File: src/rtl/flagalu_pkg.sv
package flagalu_pkg;

  typedef enum logic [3:0] {
    OP_ADD  = 4'd0,
    OP_SUB  = 4'd1,
    OP_RSB  = 4'd2,
    OP_AND  = 4'd3,
    OP_OR   = 4'd4,
    OP_XOR  = 4'd5,
    OP_BCLR = 4'd6,
    OP_ORN  = 4'd7,
    OP_MOVE = 4'd8,
    OP_MNOT = 4'd9
  } aluOp_e;

  typedef enum logic [1:0] {
    FN_AND  = 2'd0,
    FN_OR   = 2'd1,
    FN_XOR  = 2'd2,
    FN_PASS = 2'd3
  } logicFn_e;

  typedef struct packed {
    logic     useAdder;
    logic     invA;
    logic     invB;
    logic     carryIn;
    logicFn_e logicFn;
    logic     writeFlags;
    logic     zeroResult;
  } aluCtrl_t;

endpackage

File: src/rtl/flagalu_ctrl.sv
module flagalu_ctrl
  import flagalu_pkg::*;
(
  input  logic [3:0] opSel,
  input  logic       setFlags,
  output aluCtrl_t   ctrl
);

  always_comb begin
    ctrl            = '0;
    ctrl.logicFn    = FN_AND;
    ctrl.writeFlags = setFlags;
    case (opSel)
      OP_ADD: ctrl.useAdder = 1'b1;
      OP_SUB: begin
        ctrl.useAdder = 1'b1;
        ctrl.invB     = 1'b1;
        ctrl.carryIn  = 1'b1;
      end
      OP_RSB: begin
        ctrl.useAdder = 1'b1;
        ctrl.invA     = 1'b1;
        ctrl.carryIn  = 1'b1;
      end
      OP_AND:  ctrl.logicFn = FN_AND;
      OP_OR:   ctrl.logicFn = FN_OR;
      OP_XOR:  ctrl.logicFn = FN_XOR;
      OP_BCLR: begin
        ctrl.logicFn = FN_AND;
        ctrl.invB    = 1'b1;
      end
      OP_ORN: begin
        ctrl.logicFn = FN_OR;
        ctrl.invB    = 1'b1;
      end
      OP_MOVE: ctrl.logicFn = FN_PASS;
      OP_MNOT: begin
        ctrl.logicFn = FN_PASS;
        ctrl.invB    = 1'b1;
      end
      default: begin
        ctrl.zeroResult = 1'b1;
        ctrl.writeFlags = 1'b0;
      end
    endcase
  end

endmodule

File: src/rtl/flagalu_datapath.sv
module flagalu_datapath
  import flagalu_pkg::*;
#(
  parameter int WIDTH = 32
) (
  input  logic [WIDTH-1:0] opA,
  input  logic [WIDTH-1:0] opB,
  input  aluCtrl_t         ctrl,
  input  logic             shiftCarry,
  input  logic [3:0]       flagsIn,
  output logic [WIDTH-1:0] result,
  output logic [3:0]       flagsOut
);

  localparam int MSB = WIDTH - 1;

  logic [WIDTH-1:0] aOp;
  logic [WIDTH-1:0] bOp;
  logic [WIDTH:0]   sumWide;
  logic [WIDTH-1:0] sum;
  logic             carryOut;
  logic             vArith;
  logic [WIDTH-1:0] logicRes;

  assign aOp      = ctrl.invA ? ~opA : opA;
  assign bOp      = ctrl.invB ? ~opB : opB;
  assign sumWide  = {1'b0, aOp} + {1'b0, bOp} + {{WIDTH{1'b0}}, ctrl.carryIn};
  assign sum      = sumWide[MSB:0];
  assign carryOut = sumWide[WIDTH];
  assign vArith   = (aOp[MSB] == bOp[MSB]) && (sum[MSB] != aOp[MSB]);

  always_comb begin
    case (ctrl.logicFn)
      FN_AND:  logicRes = opA & bOp;
      FN_OR:   logicRes = opA | bOp;
      FN_XOR:  logicRes = opA ^ bOp;
      default: logicRes = bOp;
    endcase
  end

  always_comb begin
    if (ctrl.zeroResult)    result = '0;
    else if (ctrl.useAdder) result = sum;
    else                    result = logicRes;
  end

  always_comb begin
    flagsOut = flagsIn;
    if (ctrl.writeFlags) begin
      flagsOut[3] = result[MSB];
      flagsOut[2] = (result == '0);
      flagsOut[1] = ctrl.useAdder ? carryOut : shiftCarry;
      flagsOut[0] = ctrl.useAdder ? vArith : flagsIn[0];
    end
  end

  // plain add must match the operand sum
  always_comb begin
    if (ctrl.useAdder && !ctrl.invA && !ctrl.invB && !ctrl.zeroResult)
      assert_add_sum_R1: assert (result == WIDTH'(opA + opB))
        else $error("add result mismatch");
  end

endmodule

File: src/rtl/flagalu.sv
module flagalu
  import flagalu_pkg::*;
#(
  parameter int WIDTH = 32
) (
  input  logic [WIDTH-1:0] opA,
  input  logic [WIDTH-1:0] opB,
  input  logic [3:0]       opSel,
  input  logic             setFlags,
  input  logic             shiftCarry,
  input  logic [3:0]       flagsIn,
  output logic [WIDTH-1:0] result,
  output logic [3:0]       flagsOut
);

  aluCtrl_t ctrl;

  flagalu_ctrl u_ctrl (
    .opSel    (opSel),
    .setFlags (setFlags),
    .ctrl     (ctrl)
  );

  flagalu_datapath #(.WIDTH(WIDTH)) u_dp (
    .opA        (opA),
    .opB        (opB),
    .ctrl       (ctrl),
    .shiftCarry (shiftCarry),
    .flagsIn    (flagsIn),
    .result     (result),
    .flagsOut   (flagsOut)
  );

  always_comb begin
    if (!setFlags)
      assert_flags_hold_R9: assert (flagsOut == flagsIn)
        else $error("flags changed without setFlags");
    if (opSel > 4'd9)
      assert_unused_zero_R10: assert (result == '0 && flagsOut == flagsIn)
        else $error("unused code misbehaved");
    if (setFlags && opSel <= 4'd9)
      assert_zero_flag_R7: assert (flagsOut[2] == (result == '0) && flagsOut[3] == result[WIDTH-1])
        else $error("N/Z mismatch");
    if (setFlags && opSel >= 4'd3 && opSel <= 4'd9)
      assert_logic_cv_R8: assert (flagsOut[1] == shiftCarry && flagsOut[0] == flagsIn[0])
        else $error("logical C/V mismatch");
    if (setFlags && opSel == 4'd1)
      assert_sub_carry_R2: assert (flagsOut[1] == (opA >= opB))
        else $error("subtract carry mismatch");
  end

endmodule

File: config.mk
export PLATFORM = sky130hd
export DESIGN_NAME = flagalu
export DESIGN_NICKNAME = d
export VERILOG_FILES = /design/src/rtl/flagalu_pkg.sv /design/src/rtl/flagalu_ctrl.sv /design/src/rtl/flagalu_datapath.sv /design/src/rtl/flagalu.sv
export SDC_FILE = /design/constraint.sdc
export NUM_CORES = 1
export LEC_CHECK = 0
export BUFFER_PORTS_ARGS = -buffer_cell sky130_fd_sc_hd__buf_2
export CAP_MARGIN = 15
export CORE_UTILIZATION = 25
export DETAILED_ROUTE_END_ITERATION = 8
export SYNTH_ARGS = -nofsm -noshare
export SYNTH_HDL_FRONTEND = slang
export SYNTH_SLANG_ARGS = --single-unit
File: constraint.sdc
create_clock -name vclk -period 7
set_input_delay 0 -clock vclk [all_inputs]
set_output_delay 0 -clock vclk [all_outputs]
set_load 0.02 [all_outputs]
# --- Yosys cells after proc, flatten, opt, wreduce, memory -nomap -nowiden ---
# Cells that the tools add are included.
op_classes:
  addsub: 2
  mul: 0
  div_mod_pow: 0
  n_lt_le_gt_ge: 0
  n_eq_ne: 13
  shift: 0
  n_mux: 14
  n_bitwise: 5
  reduce_logical: 10
ops:
  columns: ["cell", "count"]
  rows:
  - ["$mux W32", 4]
  - ["$pmux W32 S3", 1]
  - ["$not A32 Y32", 2]
  - ["$add A32 B32 Y33", 1]
  - ["$add A33 B1 Y33", 1]
  - ["$and A32 B32 Y32", 1]
  - ["$logic_not A32 Y1", 1]
  - ["$or A32 B32 Y32", 1]
  - ["$xor A32 B32 Y32", 1]
  - ["$eq A4 B3 Y1 const B", 4]
  - ["$reduce_or A10 Y1", 1]
  - ["$eq A4 B2 Y1 const B", 2]
  - ["$eq A4 B4 Y1 const B", 2]
  - ["$mux W1", 6]
  - ["$pmux W2 S3", 1]
  - ["$reduce_or A2 Y1", 3]
  - ["$eq A4 B1 Y1 const B", 1]
  - ["$logic_not A4 Y1", 1]
  - ["$mux W4", 1]
  - ["$reduce_or A4 Y1", 1]
  - ["$reduce_or A3 Y1", 1]
  - ["$eq A2 B1 Y1 const B", 1]
  - ["$eq A2 B2 Y1 const B", 1]
  - ["$logic_not A2 Y1", 1]
  - ["4 further kinds", 4]
word_totals:
  reg_bits: 0
  latchBits: 0
  mem_bits_rw: 0
  mem_bits_ro: 0
  input_bits: 74
  output_inout_bits: 36
  n_memories: 0

# --- Logic depth before layout (Yosys ltp) ---
# Gate-level depths: netlist of the first run.
logic_depth:
  depth_word: 10
  depth_mapped: 19
  ltp_nobuf: 15

# --- Cells and area by module ---
# A second synthesis of the first run with hierarchy kept.
unflattened:
  cells_unflattened: 776
  area_unflattened_um2: 5151.2
by_module_without_submodules:
  columns: ["module", "instances", "cells_each", "area_each_um2"]
  rows:
  - ["flagalu_datapath", 1, 762, 5059.9]
  - ["flagalu_ctrl", 1, 14, 91.3]

# --- Least setup slack after synthesis of the first run ---
# No wires, ideal clock.
synth_timing:
  path_type: "input port to output port"
  start: "input port opSel[0]"
  end: "output port flagsOut[2]"
  t_arrival_ps: 5766
  path_slack_ps: 1234
  path_stages: 18
  n_path_buf: 3
  path_cell_list: "clkbuf_1 -> clkinv_1 -> o22ai_1 -> clkbuf_1 -> clkbuf_1 -> xor2_1 -> fa_1 -> fa_1 -> nand3_1 -> a21oi_1 -> o21ai_4 -> o211ai_1 -> or4_1 -> a31o_2 -> or4_1 -> or4_1 -> or4b_1 -> o31ai_2"
synth_between:
  elab_chain_cells: 10
  elab_cells_between_ends: 37
  cone_classes: "add/sub (2); eq/ne (11); mux (12); bitwise (3); reduce/logical (9)"
synth_rtl:
  columns: ["element", "line_no", "source"]
  rows:
  - ["from (decl)", "flagalu.sv:8", "input logic [3:0] opSel,"]
  - ["$eq A4 B1 Y1 (tied with other cells)", "flagalu_ctrl.sv:13", "case (opSel)"]
  - ["$reduce_or A4 Y1 (no source line)", null, null]
  - ["$mux W1", "flagalu_ctrl.sv:13", null]
  - ["$mux W32", "flagalu_datapath.sv:26", "assign bOp = ctrl.invB ? ~opB : opB;"]
  - ["$add A32 B32 Y33 (tied with other cells)", "flagalu_datapath.sv:27", "assign sumWide = {1'b0, aOp} + {1'b0, bOp} + {{WIDTH{1'b0}}, ctrl.carryIn};"]
  - ["$add A33 B1 Y33 or $pmux W32 S3 (tied branches)", "flagalu_datapath.sv:27, flagalu_datapath.sv:33", null]
  - ["$mux W32", "flagalu_datapath.sv:43", "else if (ctrl.useAdder) result = sum;"]
  - ["$mux W32", "flagalu_datapath.sv:42", "if (ctrl.zeroResult) result = '0;"]
  - ["$logic_not A32 Y1", "flagalu_datapath.sv:51", "flagsOut[2] = (result == '0);"]
  - ["$mux W4 (*)", "flagalu_datapath.sv:49", "if (ctrl.writeFlags) begin"]
  - ["to (decl)", "flagalu.sv:13", "output logic [3:0] flagsOut"]
# Every way passes the cells marked *; elsewhere a longest branch is shown, timed or not.

# --- Worst setup path in the final report of the first run ---
layout_timing:
  start: "input port opSel[2]"
  end: "output port flagsOut[2]"
# The elaborated chain is that of the path after synthesis.

==> flow_metrics.tcl, run 1 <==
set metrics [dict create \
    status "finished, final reports clean" \
    dpl_cell_area_um2 6800 \
    viasPerCell 5.52 \
    synth_top_family_by_area "compound AO/OA/AOI/OAI gates" \
    drv_cap 0 \
    setup_viol 0 \
    finalCriticalPeriod_ps 5870 \
    vdd_drop_max_mv 0.0558 \
    design_area_um2 6800 \
    min_period_over_period_pct 83.8 \
    critical_path.endpoint "flagsOut[2]" \
    p_leak_uw 0.00306 \
    whs_ps 318 \
    drt_first_iter_violations 691 \
    mappedNetlistArea_um2 6060 \
    ant_nets 0 \
    arrival_ps 5870 \
    synth_top_area_share_pct 19.6 \
    seq_cells 0 \
    io_pins 110 \
    fin_ws_ps 1130 \
    rsz0062_at_grt "no" \
    avgSynthCellArea_um2 6.63 \
    grt_usage_pct 19.9 \
    gp_congestion 0.961 \
    synth_mux_area_share_pct 0.165 \
    ys_seq_area_share_pct 0 \
    power_density_nw_per_um2 120 \
    clkbuf_count 0 \
    cp-startpoint "opSel[2]" \
    crit_type "in2out" \
    start_kind "input pin" \
    max_freq_mhz 170 \
    antenna_found_initial 0 \
    crit_path_max_fanout 27 \
    tightest_slew_ps 730 \
    syn_inst 914 \
    drc 0 \
    diodes 0 \
    ys_top_cells_by_area "ha_1 (20%), a21oi_1 (7.6%), o21ai_0 (7.5%)" \
    grt_max_degree 41 \
    critPathCaptureType "output pin" \
    overflow 0 \
    die_x_um 158 \
    io_buffers 110 \
    grt_first_pass_wirelength_mm 38.3 \
    num_rows 56 \
    die_y_um 158 \
    layout-drive-gt1-share_pct 15.8 \
    fin_tns_setup_ps 0 \
    maxSlewViolCount 0 \
    grt_pass1_vias 6762 \
    place_ws_ps 1240 \
    relSlewSlack_pct 51.2 \
    hp-class "in2out" \
    syn_nets 1085 \
    synth_cell_types 88 \
    yosys.area.top_type "ha_1" \
    cts_resized 0 \
    cp_slowest_stage_delay_ps 590 \
    dr.pass1.iters 7 \
    die_area_um2 24900 \
    ctsHoldBuffers 0 \
    cts_setup_buffers 0 \
    synth_xor_area_share_pct 13.2 \
    required_ps 7000 \
    syn_to_final_growth_pct 12.2 \
    core-area_um2 23600 \
    wl_per_cell_um 19.7 \
    routed_wl_mm 25.4 \
    slowest_stage "or4_1" \
    regArea_um2 0 \
    dp_hpwl_mm 20.2 \
    synth-simple-area-share_pct 19.6 \
    ys_warn_count 0 \
    path_cells "buf_2 -> buf_4 -> nor2_2 -> and2_2 -> buf_4 -> xnor2_1 -> ha_1 -> a211oi_2 -> o21bai_1 -> a211oi_1 -> o21ai_1 -> a21boi_2 -> o21ai_0 -> a221o_2 -> or4_1 -> or4b_1 -> o31ai_2 -> buf_2" \
    hold_violations 0 \
    utilization_pct 28.8 \
    via_count 7120 \
    synth-compound-area-share_pct 36.2 \
    finalNetCount 1143 \
    synthAdderAreaFrac_pct 20.3 \
    start_util_pct 25.7 \
]
-- layout make-up --
cell class / instances / area (µm²)
inverters: 81 / 304
multi-input cells: 765 / 5430
repair buffers: 124 / 668
well taps: 319 / 399
fillers: 2671 / 16800
-- cells in the final DEF (no fill, tap or decap), drive strengths merged, types with 10 or more instances in the layout --
master,synthesis,routed
nand2b,11,11
nand2,63,63
o211ai,13,13
nand3,15,15
nor2,56,56
o21ai,97,97
buf,32,124
a21o,12,12
nor3,17,17
xor2,41,41
ha,95,95
a31oi,10,10
nand4,10,10
a211oi,14,14
xnor2,50,50
nor2b,15,15
inv,80,80
o22ai,16,16
a21oi,94,94
-- through the flow --
step / instances / power, µW
after floorplan: 914 / 571
after global placement: 1289 / 797
after detailed placement: 1289 / 799
after CTS: 1289 / 804
after global routing: 1289 / 894
final: 1289 / 817
-- cells by family after synthesis --
group	Yosys count
adders and majority gates	97
buffers and inverters	149
and+or+nand+nor	236
muxes	1
AOI/OAI and AO/OA	340
xor gates and xnor gates	91
-- worst max-delay path: cells and delay by family --
family	cells	cell delay, ps
xor gates and xnor gates	1	330
adders and majority gates	1	300
and+or+nand+nor	4	1480
buffers and inverters	4	1260
AOI/OAI and AO/OA	8	2460
-- per-layer routing --
layer,GRT usage (%),vias to the layer above,wire (µm)
met5,0,-,0
met4,5.04,0,596
met3,1.97,28,2140
met2,32.3,364,11200
met1,27.8,3324,11500
li1,-,3404,-
-- worst min path at each step --
stage | from | to | slack, ps | cells after the start
floorplan | flagsIn[2] | flagsOut[2] | 150 | 2
global placement | flagsIn[1] | flagsOut[1] | 310 | 4
detailed placement | flagsIn[1] | flagsOut[1] | 320 | 4
CTS | flagsIn[1] | flagsOut[1] | 320 | 4
global route | flagsIn[1] | flagsOut[1] | 360 | 4
finish | flagsIn[1] | flagsOut[1] | 320 | 4
-- cells in the mapped netlist (all sizes together) (5+ instances only) --
cell type and number:
nand3 15, xnor2 50, o21bai 7, or3 8, nor2 56, a31oi 10, buf 32, a211oi 14
a22oi 9, a21o 12, nor3 17, or2 5, nand2 63, and3 8, a221oi 9, o22ai 16
nor2b 15, inv 80, nor4 7, and2 6, nand2b 11, xor2 41, nand4 10, clkbuf 36
a21oi 94, o221ai 9, o211ai 13, ha 95, o21ai 97, or4 6
-- report_power, final --
group / internal [µW] / switching (µW) / leakage, µW
combinational: 291 / 526 / 0.00306
sequential: 0 / 0 / 0
clock: 0 / 0 / 0
total: 291 / 526 / 0.00306
No activity file was read; power rests on OpenSTA's default activity.
==> run 2: changes to the inputs <==
--- a/config.mk
+++ b/config.mk
@@ -5,6 +5,7 @@
 export SDC_FILE = /design/constraint.sdc
 export NUM_CORES = 1
 export LEC_CHECK = 0
+export ABC_AREA = 1
 export BUFFER_PORTS_ARGS = -buffer_cell sky130_fd_sc_hd__buf_2
 export CAP_MARGIN = 15
 export CORE_UTILIZATION = 25
==> constraint.sdc (replaced) <==
create_clock -name vclk -period 4.9
set_input_delay 0 -clock vclk [all_inputs]
set_output_delay 0 -clock vclk [all_outputs]
set_load 0.02 [all_outputs]
==> run 2 against run 1 <==
  * Combinational power increased by 26%
  * First-iteration DRC count down 47%
  * Clock-buffer cell count unchanged
  * Critical path type unchanged
  * Sequential cell count unchanged
  * Synthesized cell count is 23% higher
  * Setup slack got worse by 270 ps
  * Critical path depth increased by 7
  * Power increased by 26%
  * Die area down 1.7%
  * Area after synthesis down 1.7%
  * Final area decreased by 0.22%
==> flow_metrics.tcl, run 2 <==
set metrics [dict create \
    status "finished, final reports clean" \
    gp_congestion 0.925 \
    design_area_um2 6790 \
    hold_violations 0 \
    drc 0 \
    start_kind "input pin" \
    final_cell_mix "nand2_1 (384), inv_1 (240), buf_2 (110)" \
    dpl_cell_area_um2 6790 \
    rsz0062_at_grt "no" \
    arrival_ps 4040 \
    finalCriticalPeriod_ps 4040 \
    utilization_pct 29.0 \
    layout_commonest_cell "nand2_1" \
    wl_per_cell_um 13.8 \
    crit_type "in2out" \
    grt_usage_pct 17.3 \
    ctsHoldBuffers 0 \
    avgSynthCellArea_um2 5.32 \
    antenna_found_initial 0 \
    synth_top_area_share_pct 24.3 \
    dp_hpwl_mm 17.8 \
    clkbuf_count 0 \
    drt_first_iter_violations 363 \
    syn_inst 1120 \
    place_ws_ps 870 \
    diodes 0 \
    multiInputGateArea_um2 4870 \
    hold_depth 4 \
    start_util_pct 25.4 \
    min_period_over_period_pct 82.4 \
    layout-drive-gt1-share_pct 11.9 \
    die_area_um2 24400 \
    critPathTopFamily "simple AND/OR/NAND/NOR gates" \
    ys_top_cells_by_count "nand2_1 (385), inv_1 (240), nand3_1 (105)" \
    slowest_stage "fa_1" \
    synth_cell_types 41 \
    routed_wl_mm 21.1 \
    seq_cells 0 \
    ys_seq_area_share_pct 0 \
    ys_warn_count 0 \
    fin_ws_ps 862 \
    max_freq_mhz 248 \
    drv_cap 0 \
    finalNetCount 1383 \
    syn_nets 1291 \
    cts_resized 0 \
    regArea_um2 0 \
    overflow 0 \
    cp-startpoint "opSel[3]" \
    via_count 6854 \
    viasPerCell 4.48 \
    cts_setup_buffers 0 \
    numPlacedInstances 1529 \
    p_leak_uw 0.00427 \
    grt_first_pass_wirelength_mm 33.8 \
    hp-class "in2out" \
    crit_path_max_fanout 34 \
    fill_cells 2747 \
    worst_path_most_repeated_cell "nand2_1" \
    grt_max_degree 35 \
    ant_nets 0 \
    vdd_drop_max_mv 0.0467 \
    final_cells 1529 \
    cp_slowest_stage_delay_ps 510 \
    power_density_nw_per_um2 152 \
    syn_to_final_growth_pct 13.9 \
    die_y_um 156 \
    required_ps 4900 \
    io_buffers 110 \
    maxSlewViolCount 0 \
    worst-path-buf-inv 4 \
    hold_start "flagsIn[1]" \
    whs_endpoint "flagsOut[1]" \
    relSlewSlack_pct 24.1 \
    yosysMostFrequentCell "nand2_1" \
    num_rows 56 \
    setup_viol 0 \
    critPathCaptureType "output pin" \
    mappedNetlistArea_um2 5960 \
    fin_tns_setup_ps 0 \
    die_x_um 156 \
    tightest_slew_ps 1130 \
    yosys.area.top_type "nand2_1" \
    dr.pass1.iters 5 \
    io_pins 110 \
    core-area_um2 23400 \
    ys_top_cells_by_area "nand2_1 (24%), ha_1 (20%), inv_1 (15%)" \
    grt_pass1_vias 6504 \
]
[run 2: changes by cell type after synthesis, moves of 46 or more]
cell	change
nand2_1	+324
inv_1	+161
o21ai_0	-62
a21oi_1	-55
xnor2_1	-46
nand3_1	+90
[run 2: worst max path at each step]
stage	to	slack, ps	depth (start not counted)
2_1_floorplan	flagsOut[2]	1750	22
3_3_place_gp	flagsOut[2]	940	24
3_5_place_dp	flagsOut[2]	870	24
4_1_cts	flagsOut[2]	860	24
5_1_grt	flagsOut[2]	440	25
6_report	flagsOut[2]	860	25
[run 2: power by group]
| part | internal, µW | leakage (µW) | switching, µW |
|---|---|---|---|
| combinational | 345 | 0.00427 | 687 |
| clock | 0 | 0 | 0 |
| sequential | 0 | 0 | 0 |
[run 2: cell type report]
class / count / share of cell area, %
inverters: 247 / 13.7
multi-input cells: 848 / 71.8
repair buffers: 115 / 8.67
well taps: 319 / 5.88
[run 2: stage by stage]
step	hold slack (ps)	power, µW
after floorplan	175	736
after detailed placement	324	1030
after global placement	316	1020
after global routing	341	1180
after CTS	326	1030
final	321	1030
[run 2: cells by family after synthesis]
| kind of cell | Yosys count | share of synthesized area, % |
|---|---|---|
| and+or+nand+nor | 602 | 42.7 |
| adders and majority gates | 97 | 20.6 |
| buffers and inverters | 272 | 18.3 |
| AOI/OAI and AO/OA | 93 | 8.87 |
| xor gates and xnor gates | 56 | 9.50 |
[run 2: metal layers]
layer  up-vias  routed length (µm)  GRT usage (%)
met5         -                   0              0
met4         0                 339           2.94
met3        17                 945          0.748
met2       174                9950           30.9
met1      3059                9830           23.3
li1       3604                   -              -
